--- config.mk ---
export PLATFORM = sky130hd
export DESIGN_NAME = sar_ctrl_top
export DESIGN_NICKNAME = d
export VERILOG_FILES = /design/src/rtl/sar_pkg.sv /design/src/rtl/sar_seq.sv /design/src/rtl/sar_drive.sv /design/src/rtl/sar_ctrl_top.sv
export SDC_FILE = /design/constraint.sdc
export NUM_CORES = 1
export LEC_CHECK = 0
export ABC_AREA = 1
export BUFFER_PORTS_ARGS = -buffer_cell sky130_fd_sc_hd__buf_2
export CORE_UTILIZATION = 46
export CTS_BUF_LIST = sky130_fd_sc_hd__clkbuf_4 sky130_fd_sc_hd__clkbuf_8
export CTS_CLUSTER_DIAMETER = 150
export DETAILED_ROUTE_END_ITERATION = 8
export PLACE_DENSITY = 0.84
export RECOVER_POWER = 25
export SLEW_MARGIN = 20
export SYNTH_ARGS = -nofsm -noshare
export SYNTH_HDL_FRONTEND = slang
export SYNTH_HIERARCHICAL = 1
export SYNTH_SLANG_ARGS = --single-unit
--- constraint.sdc ---
create_clock -name clk -period 1.6 [get_ports clk]
set_input_delay 0.16 -clock clk [delete_from_list [all_inputs] [get_ports clk]]
set_output_delay 0.16 -clock clk [all_outputs]
set_load 0.02 [all_outputs]
--- src/rtl/sar_pkg.sv ---
package sar_pkg;
  typedef enum logic [1:0] {
    PH_IDLE   = 2'd0,
    PH_PURGE  = 2'd1,
    PH_SAMPLE = 2'd2,
    PH_CYCLE  = 2'd3
  } sar_phase_e;

  // next select vector: load the top bit, or shift one place toward bit 0
  function automatic logic [7:0] sel_step(input logic [7:0] cur, input logic load);
    logic [7:0] r;
    if (load) r = 8'b1000_0000;
    else      r = cur >> 1;
    return r;
  endfunction

  // resolved value of a drive bit at the end of its period
  function automatic logic resolve_bit(input logic cur, input logic cmp);
    return cur & cmp;
  endfunction
endpackage

--- src/rtl/sar_seq.sv ---
module sar_seq
  import sar_pkg::*;
#(
  parameter int NBITS = 8
) (
  input  logic             clk,
  input  logic             rst,
  input  logic             start,
  output logic             accept,
  output logic             purge,
  output logic             sample,
  output logic [NBITS-1:0] sel_q,
  output logic [NBITS-1:0] sel_d,
  output logic             last_close
);
  localparam int MSB = NBITS - 1;

  sar_phase_e ph_q, ph_d;

  assign accept     = (ph_q == PH_IDLE) && start;
  assign last_close = (ph_q == PH_CYCLE) && sel_q[0];

  always_comb begin
    ph_d  = ph_q;
    sel_d = sel_q;
    unique case (ph_q)
      PH_IDLE:   if (start) ph_d = PH_PURGE;
      PH_PURGE:  ph_d = PH_SAMPLE;
      PH_SAMPLE: begin
        ph_d  = PH_CYCLE;
        sel_d = NBITS'(sel_step(8'(sel_q), 1'b1) >> (8 - NBITS));
      end
      PH_CYCLE: begin
        sel_d = sel_q >> 1;
        if (sel_q[0]) ph_d = PH_IDLE;
      end
      default: ph_d = PH_IDLE;
    endcase
  end

  always_ff @(posedge clk) begin
    if (rst) begin
      ph_q  <= PH_IDLE;
      sel_q <= '0;
    end else begin
      ph_q  <= ph_d;
      sel_q <= sel_d;
    end
  end

  assign purge  = (ph_q == PH_PURGE);
  assign sample = (ph_q == PH_SAMPLE);

  p_onehot_r4: assert property (@(posedge clk) disable iff (rst) $onehot0(sel_q));
  p_purge_len_r2: assert property (@(posedge clk) disable iff (rst) purge |=> !purge);
  p_purge_then_sample_r3: assert property (@(posedge clk) disable iff (rst) purge |=> sample);
  p_sample_then_msb_r4: assert property (@(posedge clk) disable iff (rst) sample |=> sel_q[MSB]);
  p_busy_start_ignored_r10: assert property (@(posedge clk) disable iff (rst)
    (ph_q != PH_IDLE) && !last_close |=> !purge);

  for (genvar i = 1; i < NBITS; i++) begin : g_shift
    p_shift_r4: assert property (@(posedge clk) disable iff (rst) sel_q[i] |=> sel_q[i-1]);
  end
endmodule

--- src/rtl/sar_drive.sv ---
module sar_drive
  import sar_pkg::*;
#(
  parameter int NBITS = 8
) (
  input  logic             clk,
  input  logic             rst,
  input  logic             clear,
  input  logic             cmp_hi,
  input  logic [NBITS-1:0] sel_q,
  input  logic [NBITS-1:0] sel_d,
  output logic [NBITS-1:0] drv
);
  localparam int MSB = NBITS - 1;

  logic [NBITS-1:0] bit_open, bit_close;

  for (genvar i = 0; i < NBITS; i++) begin : g_bit
    assign bit_open[i]  = sel_d[i] & ~sel_q[i];
    assign bit_close[i] = sel_q[i] & ~sel_d[i];

    always_ff @(posedge clk) begin
      if (rst || clear)       drv[i] <= 1'b0;
      else if (bit_open[i])   drv[i] <= 1'b1;
      else if (bit_close[i])  drv[i] <= resolve_bit(drv[i], cmp_hi);
    end

    p_keep_r7: assert property (@(posedge clk) disable iff (rst)
      bit_close[i] |=> (drv[i] == $past(cmp_hi)));
    p_trial_r6: assert property (@(posedge clk) disable iff (rst)
      sel_q[i] |-> (drv[i] && ((drv & ((NBITS'(1) << i) - NBITS'(1))) == '0)));
  end

  p_msb_trial_r5: assert property (@(posedge clk) disable iff (rst)
    sel_q[MSB] |-> (drv == (NBITS'(1) << MSB)));
endmodule

--- src/rtl/sar_ctrl_top.sv ---
module sar_ctrl_top
  import sar_pkg::*;
#(
  parameter int NBITS = 8
) (
  input  logic             clk,
  input  logic             rst,
  input  logic             start,
  input  logic             cmp_hi,
  output logic             purge,
  output logic             sample,
  output logic [NBITS-1:0] bit_sel,
  output logic [NBITS-1:0] drv_pos,
  output logic [NBITS-1:0] drv_neg,
  output logic [NBITS-1:0] code,
  output logic             done
);
  logic             accept, last_close;
  logic [NBITS-1:0] sel_q, sel_d, drv;
  logic             done_q;

  sar_seq #(.NBITS(NBITS)) u_seq (
    .clk(clk), .rst(rst), .start(start), .accept(accept),
    .purge(purge), .sample(sample), .sel_q(sel_q), .sel_d(sel_d),
    .last_close(last_close)
  );

  sar_drive #(.NBITS(NBITS)) u_drv (
    .clk(clk), .rst(rst), .clear(accept), .cmp_hi(cmp_hi),
    .sel_q(sel_q), .sel_d(sel_d), .drv(drv)
  );

  always_ff @(posedge clk) begin
    if (rst) done_q <= 1'b0;
    else     done_q <= last_close;
  end

  assign bit_sel = sel_q;
  assign drv_pos = drv;
  assign drv_neg = ~drv;
  assign code    = drv;
  assign done    = done_q;

  p_done_pulse_r9: assert property (@(posedge clk) disable iff (rst) done |=> !done);
  p_done_idle_r9: assert property (@(posedge clk) disable iff (rst) done |-> (sel_q == '0) && !purge && !sample);
  p_hold_r11: assert property (@(posedge clk) disable iff (rst)
    done && !start |=> $stable(code));
endmodule

==> run metrics, run 1 <==
status complete, no violations; Compound-Gate Fraction of Synth Area 14.5%; register area share after synthesis 34.5%; Port Buffers 38; drt drc 0; Fin. Hold Viols 0; Post-Synth XOR/XNOR Area 0%; worst-path fanout max 7; R2R depth 9; CTS tree built; Reg-to-Reg Start u_seq/ph_q[0]; worst hold path depth 2; Tcrit/Tclk final 98.7%; total gr overflow 0; largest family of logic cells by synthesized area buffers and inverters; top-count cell post-synth nand2_1; largest net degree at the start of global routing 12; WS Path Type register to register; slew margin rel. approximately 80%; Routed WL 2380 um; Clock Path Buffers 2; Async SR Flop Fraction 0%; Area growth syn-to-layout 38.3%; Synth Register Bits 19; min cycle time layout 1.58 ns; Design Area, Final between 0.0015 and 0.002 mm^2; share of layout cells above drive strength 1 49.7%; syn nets 166; num ports 39; cts hold-fix bufs 0; crit-path max cell delay 0.39 ns; core area roughly 0.0022 mm^2; mux cell area share after synthesis 0%; WP data required 1.82 ns; post-synth cell types 17; Iteration-0 DRC Markers 12; CP Capture Type register; Yosys top cell area share 34.5%; f_max 0.633 GHz; GRT Util Overall 18.8%; Min-Delay Path Class input pin to register; die area 0.00260 mm^2; number of CTS-inserted buffers 3; DP Worst Slack -0.0154 ns; Cell Pwr Density 939 mW/mm^2; Clk pin slew, worst setup/hold paths 0.10 ns; vias 1017; fin nets 209; Initial Util roughly half; later-pin clock latency in the skew report ~0.29 ns; synthesized area per cell 7.41 um^2; drt wl/cell between 10 and 15 um; chip width ~50 um; worst IR drop on VDD 0.000863 V; Worst Hold Slack 0.184 ns; Power Total approximately 1400 uW; FF-to-FF setup slack about 0.021 ns; max cap viols 0; Antenna Violating Nets Remaining 0; diode count 0; Synth top cells by count nand2_1 (36), inv_1 (34), dfxtp_1 (19); Post-synth EDFFs 0; vias in the first global route 889; Synth Flop Type dfxtp_1; Worst Min Path Start rst; Worst-Margin Slew approximately 0.27 ns; PnR worst setup slack approximately 0.021 ns; CP bufs+invs 2; Root Buffer clkbuf_4; H-tree Lvls 1; routability cong. 0.794; Final setup viols 0; slowest CP cell dfxtp_4; RSZ-0062 raised after global routing true; row count 17; initial antenna violation count 0; Die Y 51.0 um; crit path DAT 1.80 ns; Startpoint Class register; post-synthesis adder-cell area fraction between 10% and 20%; area leader, netlist dfxtp_1; drt pass-1 iters 4; Crit path max-delay family simple AND/OR/NAND/NOR gates; cell area after placement 0.00130 mm^2; FILL cells 177; worst min-delay path endpoint done; Area contributors post-synth dfxtp_1 (34%), ha_1 (15%), nand2_1 (12%); global-route wire length before repair 3740 um; Via-to-Cell Ratio 4.64; fin. max-slew vios 0; synthesized instance count 149; Post-Synth Simple-Gate Area roughly 17%; mapped cell area 0.00110 mm^2; Pleak 0.000750 uW; YS warnings 6; Detailed Place HPWL ~1500 um; CTS sink cnt 19; endpoint of the worst-slack reg-to-reg timing path u_drv/drv[0]; crit path cell chain inv_4, ha_4, nor2_4, nand2_1, nand2_2, ha_4, inv_1, nand2_1, a21oi_2; Clock Skew 0.00567 ns
[cell families after synthesis]
group / Yosys count
adder cells (fa/ha/maj): 13
AND/OR/NAND/NOR: 45
AO/OA/AOI/OAI: 26
flip-flops: 19
buffers and inverters: 46
[cells in the final DEF (no fill, tap or decap), drive strengths merged]
cell type	count
nor2	5
o21ai	8
or2	1
inv	35
clkbuf	5
dfxtp	19
nand2	37
buf	48
a21oi	18
ha	13
nand3	2
[registers in the layout, summed over array words and instances (netlist names)]
signal / cells
u_drv/drv: 8
u_seq/ph_q: 2
done: 1
u_seq/sel_q: 8
[metrics by stage]
| stage | util, % | TNS [ns] | instances |
|---|---|---|---|
| 2_1_floorplan | - | 0 | 149 |
| 3_3_place_gp | 58.2 | 0 | 210 |
| 3_5_place_dp | 58.2 | -0.0154 | 210 |
| 4_1_cts | 63.8 | 0 | 220 |
| 5_1_grt | 68.3 | -0.140 | 219 |
| 6_report | 68.3 | 0 | 219 |
[report_power, final]
group / switching [uW] / internal [uW] / total, uW
Combinational: 361 / 245 / 606
Clock: 141 / 114 / 254
Sequential: 52.2 / 520 / 573
Total: 554 / 879 / 1430
[metal layers]
| layer | global-route usage (%) | routed length (um) |
|---|---|---|
| met5 | 0 | 0 |
| met4 | 5.56 | 0 |
| met3 | 2.98 | 112 |
| met2 | 34.6 | 1220 |
| met1 | 22.1 | 1050 |
[cell type report]
class / instances / area (um^2) / share of cell area (%)
multi-input cells: 84 / 671 / 43.9
flip-flops and latches: 19 / 385 / 25.2
repair buffers: 49 / 272 / 17.8
inverters: 35 / 134 / 8.77
well taps: 28 / 35.0 / 2.30
clock buffers: 4 / 30.0 / 1.97
[how the worst max path moves through the flow]
stage | start | to | slack [ns] | cells after the start
after global routing | u_seq/ph_q[0] | u_drv/drv[2] | -0.04 | 8
after floorplan | u_seq/ph_q[0] | u_drv/drv[7] | 0.05 | 8
after CTS | u_seq/ph_q[0] | u_drv/drv[6] | 0.01 | 8
after detailed placement | u_seq/ph_q[0] | u_drv/drv[0] | -0.02 | 8
final | u_seq/ph_q[0] | u_drv/drv[0] | 0.02 | 9
after global placement | u_seq/ph_q[0] | u_drv/drv[6] | 0.04 | 8
[repair_timing]
action	in CTS	in global routing
pin swaps	11	11
endpoints found under the setup margin	8	8
resized for setup	12	24
setup buffers	6	0
(Power assumes the default switching activity.)
==> inputs of run 2 (changes only) <==
- BUFFER_PORTS_ARGS: -buffer_cell sky130_fd_sc_hd__buf_2 -> -buffer_cell sky130_fd_sc_hd__buf_4
- CORE_ASPECT_RATIO: unset -> 0.6
- CORE_MARGIN: unset -> 3
==> run 2 against run 1 <==
The flow now finishes with violations (setup timing). Critical endpoint is now u_drv/drv[4]. Power up 11%. Largest power group unchanged. Clock power up 35%. Non-clock buffer count down 4. Combinational power up 11%.
==> run metrics, run 2 (synthesis gave the netlist of run 1 again) <==
status complete, but fails checks; failing checks setup timing; met3 Use GR 5.79% (+2.8 points); CTS sink cnt 19 (unchanged); RSZ-0062 raised after global routing true; Port Buffers 38 (unchanged); Initial Util 49.9% (+0.48 points); Area growth syn-to-layout 42.9%; Via-to-Cell Ratio 4.77 (+2.8%); Min-Delay Path Class input pin to register; diode count 0 (unchanged); drt pass-1 iters 4 (unchanged); CTS tree built; Final Core Density 71.3% (+2.9 points); FILL cells 178 (+0.56%); commonest non-fill, non-tap cell in the layout inv_1; Tcrit/Tclk final 100% (+1.4 points); GRT Util Overall 16.6% (-2.2 points); DP Worst Slack -0.0939 ns (-0.0785 ns); routability cong. 0.737 (-7.2%); Root Buffer clkbuf_8; setup_tns -0.00140 ns (-0.00140 ns); fin nets 205 (-1.9%); Design Area, Final 0.00158 mm^2 (+3.3%); max cap viols 0 (unchanged); crit path DAT 1.78 ns (-0.02 ns); cts hold-fix bufs 0 (unchanged); Clock Path Buffers 2 (unchanged); slowest CP cell dfxtp_4; row count 13 (-4); Crit path max-delay family flip-flops; Pleak 0.000707 uW (-5.7%); chip width 69.2 um (+36%); Iteration-0 DRC Markers 33 (+21); crit path cell chain inv_2, ha_4, nor2_4, buf_6, nand2_2, nand2_2, ha_4, inv_1, nand2_1, a21oi_2; Fin. Hold Viols 0 (unchanged); H-tree Lvls 1 (unchanged); Worst-Margin Slew 0.546 ns (+0.278 ns); min cycle time layout 1.60 ns (+0.0227 ns); GR Util met2 29.7% (-4.9 points); most frequent cells in the layout inv_1 (32), buf_4 (31), nand2_1 (23), dfxtp_1 (17); top flop regs u_drv/drv x8, u_seq/sel_q x8, u_seq/ph_q x2; CP Capture Type register; CP bufs+invs 3 (+1); number of CTS-inserted buffers 3 (unchanged); cell area after placement 0.00137 mm^2 (+5.8%); share of layout cells above drive strength 1 42.8% (-7.0 points); grt met1 use 19.2% (-2.8 points); vias in the first global route 909 (+2.2%); core area 0.00221 mm^2 (-0.95%); WS Path Type register to register; Final setup viols 1 (+1); PnR worst setup slack -0.00140 ns (-0.0227 ns); largest net degree at the start of global routing 12 (unchanged); worst-path fanout max 4 (-3); Detailed Place HPWL 1830 um (+19%); fin. max-slew vios 0 (unchanged); drt drc 0 (unchanged); slew margin rel. 63.6% (-19 points); Antenna Violating Nets Remaining 0 (unchanged); crit-path max cell delay 0.38 ns (about the same); drt wl/cell 12.5 um (+15%); worst IR drop on VDD 0.000791 V (-8.3%); initial antenna violation count 0 (unchanged); Cell Pwr Density 1010 mW/mm^2 (+7.5%); WP data required 1.78 ns (-0.04 ns); Startpoint Class register; gr busiest metal met2; global-route wire length before repair 4010 um (+7.2%); total gr overflow 0 (unchanged); die area 0.00304 mm^2 (+17%); Clock Skew 0.00202 ns (-0.00365 ns); later-pin clock latency in the skew report 0.25 ns (-0.04 ns); num ports 39 (unchanged); f_max 0.624 GHz (-1.4%); vias 1036 (+1.9%); Clk pin slew, worst setup/hold paths 0.07 ns (-0.03 ns); Routed WL 2720 um (+14%); Die Y 43.9 um (-14%)
run 2: metal layers:
layer | vias to the layer above | part of all wire [%]
li1 | 521 | -
met5 | - | 0
met2 | 43 | 48
met3 | 4 | 7.7
met4 | 0 | 0.77
met1 | 468 | 44
run 2: per-stage QoR:
step,total power [uW],hold WS (ns),cells
CTS,1470,0.150,213
finish,1590,0.159,217
global placement,1070,0.422,209
floorplan,943,0.227,149
detailed placement,1100,0.423,209
global route,1690,0.161,217
run 2: cell type report:
cell class	instances	area, um^2	area share (%)
Clock buffer	4	48.8	3.10
Inverter	35	131	8.33
Multi-Input combinational cell	84	681	43.2
Sequential cell	19	385	24.4
Tap cell	30	37.5	2.38
Timing Repair Buffer	45	293	18.6
run 2: path summary, 6_finish.rpt:
path	from	to	depth (start not counted)	slack, ns
max	u_seq/ph_q[0]	u_drv/drv[4]	10	-0.001
min	rst	done	2	0.16
max reg2reg	u_seq/ph_q[0]	u_drv/drv[4]	10	-0.001
min reg2reg	u_drv/drv[2]	u_drv/drv[2]	2	0.49
run 2: timing repair:
action / 4_1_cts / 5_1_grt
pin swaps: 5 / 16
setup buffers: 0 / 4
endpoints found under the setup margin: 8 / 8
gates resized for setup: 6 / 31
run 2: report_power, final:
part	switching (uW)	total [uW]	leakage, uW	internal (uW)
clock network	149	342	0.0000262	194
logic	385	671	0.000527	286
registers	56.0	577	0.000155	521
run 2: worst register-to-register path, delay by kind of cell, from the launching register on:
family	cells	cell delay, ns
flip-flops	1	0.38
adder cells (fa/ha/maj)	2	0.38
AND/OR/NAND/NOR	4	0.36
buffers and inverters	3	0.24
AO/OA/AOI/OAI	1	0.16
